### src/rtl/xchg_pkg.sv
`timescale 1ns/1ps
package xchg_pkg;
    localparam int NREG = 8;
    localparam int IDXW = $clog2(NREG);
    localparam int DW   = 64;
    localparam int HW   = DW / 2;

    localparam logic [7:0] OPC_PAUSE   = 8'h90;
    localparam logic [7:0] OPC_SWAP_RM = 8'h87;
    localparam logic [4:0] OPC_ACC_HI  = 5'b10010;
    localparam logic [1:0] MOD_REGREG  = 2'b11;

    typedef enum logic [1:0] {
        OP_NOP  = 2'd0,
        OP_SWAP = 2'd1,
        OP_BAD  = 2'd2
    } op_kind_e;

    typedef struct packed {
        op_kind_e          kind;
        logic [IDXW-1:0]   ra;
        logic [IDXW-1:0]   rb;
        logic              wide;
        logic              uses_acc;
    } xdec_t;

    function automatic xdec_t xdecode(input logic [7:0] opc,
                                      input logic [7:0] sel,
                                      input logic       wide);
        xdec_t d;
        d.kind     = OP_BAD;
        d.ra       = '0;
        d.rb       = '0;
        d.wide     = wide;
        d.uses_acc = 1'b0;
        if (opc == OPC_PAUSE) begin
            d.kind = OP_NOP;
        end else if (opc[7:3] == OPC_ACC_HI) begin
            d.kind = OP_SWAP;
            d.rb   = opc[2:0];
        end else if (opc == OPC_SWAP_RM && sel[7:6] == MOD_REGREG) begin
            d.kind = OP_SWAP;
            d.ra   = sel[5:3];
            d.rb   = sel[2:0];
        end
        d.uses_acc = (d.kind == OP_SWAP) && (d.ra == '0 || d.rb == '0);
        return d;
    endfunction

    function automatic logic [DW-1:0] fit(input logic [DW-1:0] v, input logic wide);
        return wide ? v : {{HW{1'b0}}, v[HW-1:0]};
    endfunction
endpackage

### src/rtl/xchg_regfile.sv
`timescale 1ns/1ps
module xchg_regfile
    import xchg_pkg::*;
(
    input  logic            clk,
    input  logic            rst,
    input  logic            ld_en,
    input  logic [IDXW-1:0] ld_idx,
    input  logic [DW-1:0]   ld_data,
    input  logic            sw_en,
    input  logic [IDXW-1:0] sw_a,
    input  logic [IDXW-1:0] sw_b,
    input  logic            sw_wide,
    input  logic [IDXW-1:0] rd_idx,
    output logic [DW-1:0]   rd_data
);
    logic [DW-1:0] regs [NREG];

    always_ff @(posedge clk) begin
        if (rst) begin
            for (int i = 0; i < NREG; i++) regs[i] <= '0;
        end else begin
            for (int i = 0; i < NREG; i++) begin
                if (sw_en && IDXW'(i) == sw_a)
                    regs[i] <= fit(regs[sw_b], sw_wide);
                else if (sw_en && IDXW'(i) == sw_b)
                    regs[i] <= fit(regs[sw_a], sw_wide);
                else if (ld_en && IDXW'(i) == ld_idx)
                    regs[i] <= ld_data;
            end
        end
    end

    assign rd_data = regs[rd_idx];

    // check support: remember the last narrow swap
    logic            nchk_q;
    logic [IDXW-1:0] na_q, nb_q;
    always_ff @(posedge clk) begin
        if (rst) begin
            nchk_q <= 1'b0;
            na_q   <= '0;
            nb_q   <= '0;
        end else begin
            nchk_q <= sw_en && !sw_wide;
            na_q   <= sw_a;
            nb_q   <= sw_b;
        end
    end

    AST_NARROW_ZEXT: assert property (@(posedge clk) disable iff (rst)
        nchk_q |-> (regs[na_q][DW-1:HW] == '0 && regs[nb_q][DW-1:HW] == '0));
endmodule

### src/rtl/xchg_seq.sv
`timescale 1ns/1ps
module xchg_seq
    import xchg_pkg::*;
#(
    parameter int XCHG_CYCLES = 3,
    parameter int NOP_CYCLES  = 1
) (
    input  logic  clk,
    input  logic  rst,
    input  logic  in_valid,
    input  xdec_t dec,
    input  logic  ext_acc_busy,
    output logic  in_ready,
    output logic  idle,
    output logic  done,
    output logic  bad_op,
    output logic  commit,
    output xdec_t cur,
    output logic  acc_pend
);
    localparam int MAXC = (XCHG_CYCLES > NOP_CYCLES) ? XCHG_CYCLES : NOP_CYCLES;
    localparam int CW   = $clog2(MAXC + 1);

    logic          busy;
    logic [CW-1:0] cnt;
    logic          accept;

    assign idle     = !busy;
    assign in_ready = !busy && !(ext_acc_busy && dec.uses_acc);
    assign accept   = in_valid && in_ready;
    assign done     = busy && cnt == CW'(1);
    assign bad_op   = done && cur.kind == OP_BAD;
    assign commit   = done && cur.kind == OP_SWAP;

    always_ff @(posedge clk) begin
        if (rst) begin
            busy         <= 1'b0;
            cnt          <= '0;
            acc_pend     <= 1'b0;
            cur.kind     <= OP_NOP;
            cur.ra       <= '0;
            cur.rb       <= '0;
            cur.wide     <= 1'b0;
            cur.uses_acc <= 1'b0;
        end else if (accept) begin
            busy     <= 1'b1;
            cnt      <= (dec.kind == OP_SWAP) ? CW'(XCHG_CYCLES) : CW'(NOP_CYCLES);
            cur      <= dec;
            acc_pend <= dec.uses_acc;
        end else if (busy) begin
            if (cnt == CW'(1)) begin
                busy     <= 1'b0;
                acc_pend <= 1'b0;
            end else begin
                cnt <= cnt - CW'(1);
            end
        end
    end

    // independent age counter for the latency check
    logic [7:0] age;
    always_ff @(posedge clk) begin
        if (rst)         age <= '0;
        else if (accept) age <= 8'd1;
        else if (busy)   age <= age + 8'd1;
    end

    AST_LATENCY: assert property (@(posedge clk) disable iff (rst)
        done |-> (int'(age) == ((cur.kind == OP_SWAP) ? XCHG_CYCLES : NOP_CYCLES)));
    AST_PEND_HELD: assert property (@(posedge clk) disable iff (rst)
        (busy && cur.uses_acc) |-> acc_pend);
    AST_PEND_CLEARS: assert property (@(posedge clk) disable iff (rst)
        done |=> !acc_pend);
endmodule

### src/rtl/xchg_unit.sv
`timescale 1ns/1ps
module xchg_unit
    import xchg_pkg::*;
#(
    parameter int XCHG_CYCLES = 3,
    parameter int NOP_CYCLES  = 1
) (
    input  logic            clk,
    input  logic            rst,
    input  logic            in_valid,
    output logic            in_ready,
    input  logic [7:0]      in_opcode,
    input  logic [7:0]      in_modrm,
    input  logic            in_wide,
    input  logic            ext_acc_busy,
    input  logic            ld_en,
    input  logic [IDXW-1:0] ld_idx,
    input  logic [DW-1:0]   ld_data,
    input  logic [IDXW-1:0] rd_idx,
    output logic [DW-1:0]   rd_data,
    output logic            done,
    output logic            bad_op,
    output logic            acc_pend
);
    xdec_t dec, cur;
    logic  commit, idle;

    assign dec = xdecode(in_opcode, in_modrm, in_wide);

    xchg_seq #(
        .XCHG_CYCLES(XCHG_CYCLES),
        .NOP_CYCLES (NOP_CYCLES)
    ) u_seq (
        .clk         (clk),
        .rst         (rst),
        .in_valid    (in_valid),
        .dec         (dec),
        .ext_acc_busy(ext_acc_busy),
        .in_ready    (in_ready),
        .idle        (idle),
        .done        (done),
        .bad_op      (bad_op),
        .commit      (commit),
        .cur         (cur),
        .acc_pend    (acc_pend)
    );

    xchg_regfile u_rf (
        .clk    (clk),
        .rst    (rst),
        .ld_en  (ld_en),
        .ld_idx (ld_idx),
        .ld_data(ld_data),
        .sw_en  (commit),
        .sw_a   (cur.ra),
        .sw_b   (cur.rb),
        .sw_wide(cur.wide),
        .rd_idx (rd_idx),
        .rd_data(rd_data)
    );

    AST_NOP_NO_STALL: assert property (@(posedge clk) disable iff (rst)
        (idle && in_valid && in_opcode == OPC_PAUSE) |-> in_ready);
    AST_NOP_NO_PRODUCER: assert property (@(posedge clk) disable iff (rst)
        (in_valid && in_ready && in_opcode == OPC_PAUSE) |=> !acc_pend);
    AST_NOP_SHORT: assert property (@(posedge clk) disable iff (rst)
        (in_valid && in_ready && in_opcode == OPC_PAUSE) |=> (done && !bad_op));
endmodule

### config.mk
export PLATFORM = sky130hd
export DESIGN_NAME = xchg_unit
export DESIGN_NICKNAME = d
export VERILOG_FILES = /design/src/rtl/xchg_pkg.sv /design/src/rtl/xchg_regfile.sv /design/src/rtl/xchg_seq.sv /design/src/rtl/xchg_unit.sv
export SDC_FILE = /design/constraint.sdc
export NUM_CORES = 2
export LEC_CHECK = 0
export BUFFER_PORTS_ARGS = -buffer_cell sky130_fd_sc_hd__buf_2
export CAP_MARGIN = 20
export CORE_ASPECT_RATIO = 1.4
export CORE_MARGIN = 2
export CORE_UTILIZATION = 40
export DETAILED_ROUTE_END_ITERATION = 6
export GPL_TIMING_DRIVEN = 0
export SLEW_MARGIN = 20
export SYNTH_ARGS = -nofsm -noshare
export SYNTH_HDL_FRONTEND = slang
export SYNTH_SLANG_ARGS = --single-unit
### constraint.sdc
create_clock -name clk -period 10.5 [get_ports clk]
set_clock_uncertainty 0.1 [all_clocks]
set_input_delay 2.1 -clock clk [delete_from_list [all_inputs] [get_ports clk]]
set_output_delay 2.1 -clock clk [all_outputs]
set_load 0.005 [all_outputs]
=== Yosys cells after proc, flatten, opt, wreduce, memory -nomap -nowiden ===
Memory sizes are Yosys's and may differ from the RTL's. A register that Yosys moved wholly into a read port is not among the register bits.
Index checks and enable logic that the tools add are counted.

* Register bits after elaboration: 13
* RAM bits: 512
* Bits of input ports: 92
* Output and inout port bits: 68
* Logic and storage cells: 251
* Memories: 1

* Add/sub/neg operators: 1
* Equality and inequality tests: 30
* Muxes and demuxes: 144
* Bitwise logic cells: 24
* Reductions and logical operators: 44

{| class="wikitable"
|+ Memories
! memory !! words !! bits a word !! read ports !! clocked after Yosys merged registers in !! write ports !! line !! source
|-
| u_rf.regs || 8 || 64 || 3 || 2 || 8 || xchg_regfile.sv:17 || <nowiki>logic [DW-1:0] regs [NREG];</nowiki>
|}

{| class="wikitable"
|+ Operator list
! operator !! count
|-
| $mux 64 || 26
|-
| $mux 1 || 104
|-
| $eq 3x3->1 const A || 12
|-
| $logic_and 1x1->1 || 32
|-
| $or 1x1->1 || 24
|-
| $eq 2x3->1 const A || 6
|-
| $mux 3 || 6
|-
| $eq 8x8->1 const B || 2
|-
| $logic_not 3->1 || 5
|-
| $mux 2 || 6
|-
| $eq 1x3->1 const A || 3
|-
| $mux 8 || 1
|-
| $eq 2x1->1 const B || 3
|-
| $mux 6 || 1
|-
| $eq 5x5->1 const B || 1
|-
| $eq 2x2->1 const B || 2
|-
| $reduce_and 2->1 || 2
|-
| $reduce_bool 2->1 || 2
|-
| $logic_not 1->1 || 2
|-
| $ne 2x1->1 const B || 1
|-
| $sub 2x1->2 const B || 1
|-
| $logic_or 1x1->1 || 1
|}

=== Depth between registers and ports, before layout ===
* Depth after elaboration: 14
* Depth in mapped cells: 11
* Gate-level depth less buffers: 8

=== Cells and area by module ===
A second synthesis with hierarchy kept.

* Cell total of the unflattened synthesis: 3196
* Area total of the unflattened synthesis: 37472.2 µm²

{| class="wikitable"
|+ By module, submodules not included
! module !! times used !! cells each !! area an instance (µm²) !! seq. area each (µm²)
|-
| xchg_regfile || 1 || 3095 || 36627.6 || 15374.7
|-
| xchg_seq || 1 || 72 || 638.1 || 280.3
|-
| xchg_unit || 1 || 29 || 206.4 || 0.0
|}

=== Worst setup path after synthesis ===
OpenSTA, ideal clock, no wires.

* Path type: in2reg
* From: in ld_idx[2]
* To: mem u_rf.regs[6][0], enable pin
* Setup time: 0.508 ns
* Arrival time: 5.632 ns
* Required time: 9.892 ns
* Setup slack: 4.260 ns
* Stages on the path: 3
* Buffers on the path: 1
* Cells stage by stage: buf_1 nand3_1 o2111ai_1

{| class="wikitable"
|+ RTL lines
! what !! line !! source
|-
| from (decl) || xchg_unit.sv:17 || <nowiki>input logic [IDXW-1:0] ld_idx,</nowiki>
|-
| to (decl) || xchg_regfile.sv:17 ||
|}

=== Final worst setup path ===
* From: in rd_idx[1]
* To: out rd_data[46]

* Longest elaborated chain between the ends: 1

{| class="wikitable"
|+ RTL lines
! what !! line !! source
|-
| from (decl) || xchg_unit.sv:19 || <nowiki>input logic [IDXW-1:0] rd_idx,</nowiki>
|-
| $mem_v2 8x64 || -- ||
|-
| to (decl) || xchg_unit.sv:20 || <nowiki>output logic [DW-1:0] rd_data,</nowiki>
|}

No other way between the ends.

==> results.cfg <==
[placement]
place_inst = 4514
port_buffers = 88
dpl.hpwl_mm = 128
dpl_cell_area_um2 = 41300
gp_congestion = 1.00

[worst_setup_path]
cp-start-kind = input pin
cp_max_fo = 10
crit_required_ps = 8300
path_class = input pin to output pin
r2r_cells = 9
r2r_slack_ps = 6390
critPathCaptureType = output pin
worstPathArrival_ps = 4820

[power_and_ir_drop]
vdd_drop_max_mv = 0.134
p_switching_uw = 1500
swShare = 0.277
p_clk_frac = 0.403
power_uw = 5430
leakage_uw = 0.0149
power.density_nw_per_um2 = 126
seq_power_share = 0.463
power.share.combinational = 0.134
p_int_uw = 3930

[synthesis]
synth-async-reset-ratio = 0
ys_ff_latch = 531
synth_nets = 3253
synth_edf_count = 512
synth_cells = 3160
synth.distinct_cells = 73
synth-main-ff-cell = edfxtp_1
synth.cell_area_um2 = 38600
avgSynthCellArea_um2 = 12.2
yosysSeqAreaShare = 0.408
yosys_warnings = 0

[route]
dr.pass1.iters = 7
drtIter0Drc = 6622
drc_errors = 18
antenna_left = 0
vias_per_cell = 7.71
wirelength_mm = 191
routed-via-count = 35800
post_drt_wl_per_cell_um = 41.1

[clock_tree]
ctsRootBufferMaster = clkbuf_16
cts_resized = 0
post_cts.repair.setup_buffers = 0
cts_sinks = 531
clkLatencyLatePin_ps = 690
cts_tree = yes
clock_path_buffers = 3
clk_pin_slew_ps = 70
cts_htree_levels = 2
hold_buffers = 0
numCtsBuffers = 58

[timing]
slew_headroom = 0.0892
rsz0062_at_grt = false
worstMarginPinSlew_ps = 1370
finalMaxSlewViolations = 0
max_freq_mhz = 142
setup_viol_count_final = 0
period_share = 0.668
period_needed_ps = 7020
whs_ps = 396
hold_violations = 0

[layout]
drive_gt1_frac = 0.240
final_core_utilization = 0.453
final_area_um2 = 43300
fin_nets = 3444
fillCellCount = 8882
most-common-layout-cells = edfxtp_1, nand2_1, a22oi_1
final_common_cell = edfxtp_1
syn_to_final_growth_pct = 12.1
instances_no_fill = 4640

[min_path]
holdPathStages = 2
min_path_type = register to register

[grt]
grt_max_degree = 35
grt_pass1_wl_mm = 263
groute.usage.overall = 0.377
antenna_found_initial = 26
grt_overflow = 0
grt_pass1_vias = 34700

[floorplanning]
die_h_um = 371
core_area_um2 = 95600
placementRows = 134
die_area_um2 = 99000
start_util = 0.404
ios = 160
die_w_um = 267

[run_status]
violations = design-rule violations
outcome = finished, violations left

[run]
cap_violations = 0
layout make-up:
type / count / area, um^2 / area share
clock inverter: 39 / 402 / 0.00928
sequential: 531 / 15800 / 0.364
tap: 1224 / 1530 / 0.0354
buffer: 434 / 1890 / 0.0438
clock buffer: 69 / 1490 / 0.0345
timing repair buffer: 131 / 1100 / 0.0255
antenna: 17 / 42.5 / 0.000983
inverter: 5 / 18.8 / 0.000434
multi-input combinational: 2190 / 21000 / 0.486
critical path, stage by stage:
cell      delay (ps)
clkbuf_1         770
clkbuf_1         980
mux4_2           430
mux2_2           370
buf_2            160
worst paths after layout:
kind           startpoint               end
max reg2reg  u_seq.cnt[1]  u_rf.regs[6][48]
min reg2reg  u_seq.cnt[1]      u_seq.cnt[1]
max             rd_idx[1]       rd_data[46]
min          u_seq.cnt[1]      u_seq.cnt[1]
per-layer routing:
layer  global-route usage  wire (um)
met1                0.435      61100
met2                0.573      84000
met3                0.135      27700
met4                0.282      17600
met5              0.00737        298
flip-flops by register name, indices dropped and copies added (netlist names), named ones only:
register,count
u_rf.regs,512
u_seq.cur,9
u_seq.cnt,2
u_seq.acc_pend,1
u_seq.busy,1
cell usage after synthesis, types with 39 or more instances:
library cell	number	area share
a32o_1	147	0.038
clkbuf_1	222	0.022
a22oi_1	372	0.072
buf_2	83	0.011
edfxtp_1	512	0.40
mux2_2	81	0.024
buf_1	109	0.011
nor2_1	39	0.0038
o21ai_0	78	0.010
mux4_2	320	0.19
mux2i_1	187	0.049
nand2_1	443	0.043
a22o_1	127	0.029
a32oi_1	70	0.016
per-stage QoR:
step	setup TNS [ps]	worst slack, ps
CTS	0	3660
finish	0	3480
detailed placement	0	3660
floorplan	0	4260
global route	0	3590
global placement	-52230	-824
power by group through the flow:
stage	registers (uW)	clock network, uW	logic, uW
after global placement	2580	0	657
final	2520	2190	726
after detailed placement	2560	0	695
after global routing	2520	2230	744
after CTS	2510	2160	699
after floorplan	2530	0	424
logic make-up (layout without fill, tap and decap cells):
kind of cell	after synthesis	after routing	share of synthesized area
muxes	619	619	0.277
adders and majority gates	1	1	0.000324
xor gates and xnor gates	1	1	0.000227
and+or+nand+nor	655	655	0.0772
AOI/OAI and AO/OA	914	914	0.188
DFF	531	531	0.408
other	0	17	0
buffers and inverters	439	678	0.0487
Power figures use the tool's default switching activity.
